### src/rtl/fsirq_pkg.sv
package fsirq_pkg;
  localparam int unsigned NUM_TYPES_DEF = 3;
  localparam int unsigned SYNC_STAGES_DEF = 2;

  typedef enum logic [1:0] {
    IRQ_RX   = 2'd0,
    IRQ_TX   = 2'd1,
    IRQ_MISC = 2'd2
  } irq_type_e;

  typedef struct packed {
    logic fair;      // may start a new request
    logic seen_low;  // line sensed low since flag cleared
    logic drv;       // pulling the shared line low
  } lane_state_t;

  localparam lane_state_t LANE_RESET = '{fair: 1'b1, seen_low: 1'b0, drv: 1'b0};
endpackage

### src/rtl/fsirq_sync.sv
module fsirq_sync #(
  parameter int unsigned WIDTH  = 3,
  parameter int unsigned STAGES = 2
) (
  input  logic             clk_i,
  input  logic             rst_ni,
  input  logic [WIDTH-1:0] d_i,
  output logic [WIDTH-1:0] q_o
);
  logic [WIDTH-1:0] stage_q [STAGES];

  for (genvar s = 0; s < STAGES; s++) begin : g_stage
    always_ff @(posedge clk_i or negedge rst_ni) begin
      if (!rst_ni) stage_q[s] <= '1;  // idle level of the lines
      else if (s == 0) stage_q[s] <= d_i;
      else stage_q[s] <= stage_q[(s == 0) ? 0 : s-1];
    end
  end

  assign q_o = stage_q[STAGES-1];
endmodule

### src/rtl/fsirq_lane.sv
module fsirq_lane
  import fsirq_pkg::*;
(
  input  logic clk_i,
  input  logic rst_ni,
  input  logic pend_i,
  input  logic line_hi_i,
  input  logic done_i,
  output logic drive_o,
  output logic fair_o
);
  lane_state_t q, d;

  always_comb begin
    d = q;
    if (q.drv) begin
      if (done_i) d.drv = 1'b0;
    end else if (pend_i && q.fair) begin
      d.drv      = 1'b1;
      d.fair     = 1'b0;
      d.seen_low = 1'b0;
    end
    // arm only after the line was seen low, so stale synced highs are ignored
    if (!q.fair && !line_hi_i) d.seen_low = 1'b1;
    if (!q.fair && !q.drv && q.seen_low && line_hi_i) begin
      d.fair     = 1'b1;
      d.seen_low = 1'b0;
    end
  end

  always_ff @(posedge clk_i or negedge rst_ni) begin
    if (!rst_ni) q <= LANE_RESET;
    else q <= d;
  end

  assign drive_o = q.drv;
  assign fair_o  = q.fair;
endmodule

### src/rtl/fsirq_requester.sv
module fsirq_requester
  import fsirq_pkg::*;
#(
  parameter int unsigned N_TYPES     = NUM_TYPES_DEF,
  parameter int unsigned SYNC_STAGES = SYNC_STAGES_DEF
) (
  input  logic               clk_i,
  input  logic               rst_ni,
  input  logic [N_TYPES-1:0] pend_i,
  input  logic [N_TYPES-1:0] line_i,
  input  logic [N_TYPES-1:0] done_i,
  output logic [N_TYPES-1:0] drive_o
);
  logic [N_TYPES-1:0] line_hi;
  logic [N_TYPES-1:0] fair_w;

  fsirq_sync #(
    .WIDTH (N_TYPES),
    .STAGES(SYNC_STAGES)
  ) u_sync (
    .clk_i (clk_i),
    .rst_ni(rst_ni),
    .d_i   (line_i),
    .q_o   (line_hi)
  );

  for (genvar k = 0; k < N_TYPES; k++) begin : g_lane
    fsirq_lane u_lane (
      .clk_i    (clk_i),
      .rst_ni   (rst_ni),
      .pend_i   (pend_i[k]),
      .line_hi_i(line_hi[k]),
      .done_i   (done_i[k]),
      .drive_o  (drive_o[k]),
      .fair_o   (fair_w[k])
    );
  end
endmodule

### config.mk
export PLATFORM = sky130hd
export DESIGN_NAME = fsirq_requester
export DESIGN_NICKNAME = d
export VERILOG_FILES = /design/src/rtl/fsirq_pkg.sv /design/src/rtl/fsirq_sync.sv /design/src/rtl/fsirq_lane.sv /design/src/rtl/fsirq_requester.sv
export SDC_FILE = /design/constraint.sdc
export NUM_CORES = 1
export LEC_CHECK = 0
export CORE_MARGIN = 5
export CORE_UTILIZATION = 40
export DETAILED_ROUTE_END_ITERATION = 10
export GPL_ROUTABILITY_DRIVEN = 1
export GPL_TIMING_DRIVEN = 0
export PLACE_DENSITY = 0.74
export SETUP_SLACK_MARGIN = 0.5
export SYNTH_ARGS = -nofsm -noshare
export SYNTH_HDL_FRONTEND = slang
export SYNTH_SLANG_ARGS = --single-unit
### constraint.sdc
create_clock -name clk_i -period 0.9 [get_ports clk_i]
set_input_delay 0.225 -clock clk_i [delete_from_list [all_inputs] [get_ports clk_i]]
set_output_delay 0.225 -clock clk_i [all_outputs]
set_load 0.005 [all_outputs]
==> results by group <==
Status
  – Status: finished with violations
  – Failing checks: negative hold slack, negative setup slack

Cells and area
  – Most frequent cells in the layout: 9 x dfstp_2, 8 x buf_6, 6 x dfrtp_1, 6 x clkdlybuf4s50_1, 5 x nand3b_1
  – Storage cell area: 386.6 um2
  – Share of layout cells above drive strength 1: 41.27%
  – Synth-to-Final Area Change: 42.70%
  – Diode count: 0
  – Area of the multi-input gates: 161.4 um2
  – # fillers: 105
  – Fin nets: 75
  – Most common cell after layout, fill and taps aside: dfstp_2

Power and ir drop
  – Sequential share of power: 48.3%
  – P_sw: 0.0006325 W
  – Clock Power Share: 15.3%
  – Leak: 0.3560 nW
  – Sw frac: 27.20%
  – Comb power frac: 36.4%
  – Total power: roughly 0.0023 W
  – Max IR drop VDD: 1619 uV
  – Total power divided by cell area: 2882 nW/um2
  – Internal: 0.001693 W

Critical path
  – Worst Path Required: 670 ps
  – CP max FO: 2
  – Critical R2R Launch: g_lane[0].u_lane.drive_o
  – Crit Path Class: register to output port
  – Worst R2R End: g_lane[0].u_lane.fair_o
  – Worst EP arrival: 900 ps
  – Reg-to-reg slack, setup: -100 ps
  – Critical Path Start Type: register
  – Element type at the critical path end: output port
  – Worst R2R Path Depth: 4

STA
  – Clock skew: 0.6180 ps
  – Hold Vio Cnt, Final: 6
  – Max Slew Vio Count: 0
  – Period utilization: 124.5%
  – Final WS setup: -220.2 ps
  – Final worst path period need: 1120 ps
  – # setup viols final: 6
  – Fmax achieved: between 800 and 900 MHz
  – Worst Max-Slew Pin Slew: 337.0 ps
  – Worst Hold Slack: -66.18 ps
  – Slew HR: 77.53%
  – RSZ-0062 raised after global routing: yes

Drt
  – Routed WL: around 850 um
  – Vias per std cell: 4.654
  – Iter 0 DRT Violations: 4
  – Routed Antenna Nets: 0
  – Vias: ~360
  – DR DRC count: 0
  – Drt first pass iters: 4
  – WL/cell: 10.90 um

Clock tree
  – Clk Latency, worst-skew pair: about 270 ps
  – Clock sinks: 15
  – Clk slew on worst S/H paths: 80 ps
  – CTS max path bufs: 2
  – H-Tree Depth: 1
  – Num CTS Buffers: 3
  – Root Buffer Master: clkbuf_4
  – CTS tree: done

Global route
  – Initial antenna violation count: 0
  – Vias in the first global route: 347
  – First-pass GRT wire length: 1504 um
  – Total GRT Usage: 10.03%
  – Largest net degree at the start of global routing: 16
  – Grt total ovfl: 0

Yosys
  – Synth top area cells: dfstp_2 42%, dfrtp_1 27%, nand3b_1 6.6%
  – Share of the synthesized area in the top cell type: a little over two fifths
  – Sequential share of the synthesized area: 68.36%
  – Mapped Avg Cell Area: 13.47 um2
  – Syn_nets: 53
  – Mapped cell area: 565.5 um2
  – Number of synthesized register bits: 15
  – Post-synth top area cell: dfstp_2
  – Mapped Cells: 42
  – YS warnings: 0
  – Library cells used by synthesis: 14

Die
  – Initial core utilization: 42.92%
  – Die area: 2266 um2
  – Num rows: 13
  – Ports: 14
  – CORE AREA: roughly 1300 um2
  – Die height: approximately 48 um
  – DIE WIDTH: 47.60 um

Place
  – Hpwl dp: between 500 and 600 um
  – I/O Buffers: 13
  – GP Congestion: 0.7146
  – Pre-CTS WS: -324.1 ps

Flow run
  – Max cap viols: 0

Min path
  – Class of the worst hold path: primary input to async pin
-- sequential cells by signal, summed over array words and instances (netlist names) --
register	flops
g_lane.u_lane.drive_o	3
u_sync.q_o	3
u_sync.stage_q	3
g_lane.u_lane.q	3
g_lane.u_lane.fair_o	3
-- synth_stat cells --
cell	instances
dfrtp_1	6
o21a_1	2
and3b_1	2
nand2_1	3
a22o_1	1
dfstp_2	9
buf_4	3
o211ai_1	2
mux2i_1	1
nand3b_1	5
inv_1	3
a2bb2oi_1	1
o21ai_0	3
nor2b_1	1
-- worst max-delay path, stage by stage, from the launching register on --
cell	delay (ps)
dfrtp_1	400
buf_6	120
buf_6	100
-- worst max path at each step --
stage | start | end | slack [ps] | cells past startpoint
2_1_floorplan | g_lane[2].u_lane.fair_o | g_lane[2].u_lane.q[1] | 40 | 2
3_5_place_dp | g_lane[2].u_lane.drive_o | drive_o[2] | -320 | 2
6_report | g_lane[0].u_lane.drive_o | drive_o[0] | -220 | 2
4_1_cts | g_lane[2].u_lane.drive_o | drive_o[2] | -230 | 2
5_1_grt | g_lane[1].u_lane.drive_o | drive_o[1] | -260 | 2
3_3_place_gp | g_lane[2].u_lane.drive_o | drive_o[2] | -320 | 2
-- power by group through the flow --
stage	Sequential, W	Clock (W)	Combinational [W]
final	0.00112	0.000356	0.000847
after global placement	0.00114	0	0.000603
after CTS	0.00111	0.000385	0.000787
after detailed placement	0.00116	0	0.000615
after global routing	0.00116	0.000411	0.000938
after floorplan	0.00111	0	0.000403
-- repair_timing --
action | CTS | global route
gates resized for setup | 24 | 3
buffers inserted | 3 | 1
pin swaps | 0 | 1
setup endpoints to repair | 33 | 15
hold endpoints to repair | 6 | 6
-- cells by family (layout without fill, tap and decap cells) --
logic type	Yosys count	in the layout	share of synthesized area [%]
flops	15	15	68.36
mux	1	1	1.770
buf+inv	6	27	5.973
compound gates	9	9	11.06
simple gates	11	11	12.83
-- per-stage QoR --
stage / util (%) / cells / hold WS (ps) / area [um2] / setup TNS (ps)
finish: 61.25 / 78 / -66.18 / 807.0 / -795.4
global route: 61.25 / 78 / -53.79 / 807.0 / -1162
CTS: 59.92 / 77 / -71.12 / 789.5 / -693.3
detailed placement: 55.08 / 70 / 346.8 / 725.7 / -3914
global placement: 55.08 / 70 / 345.5 / 725.7 / -4211
floorplan: - / 42 / -70.59 / 576.8 / 0
-- cell type report --
type	instances	area share (%)
flip-flops and latches	15	47.91
repair buffers	17	20.93
multi-input cells	21	20.00
plain buffers	3	4.186
clock buffers	4	3.256
well taps	15	2.326
inverters	3	1.395
-- layer usage --
layer  GRT usage (%)  share of wire (%)
met5               0                  0
met4           6.452                  0
met3           3.383                6.9
met2           14.44                 51
met1           12.86                 42
(Power assumes the default switching activity.)
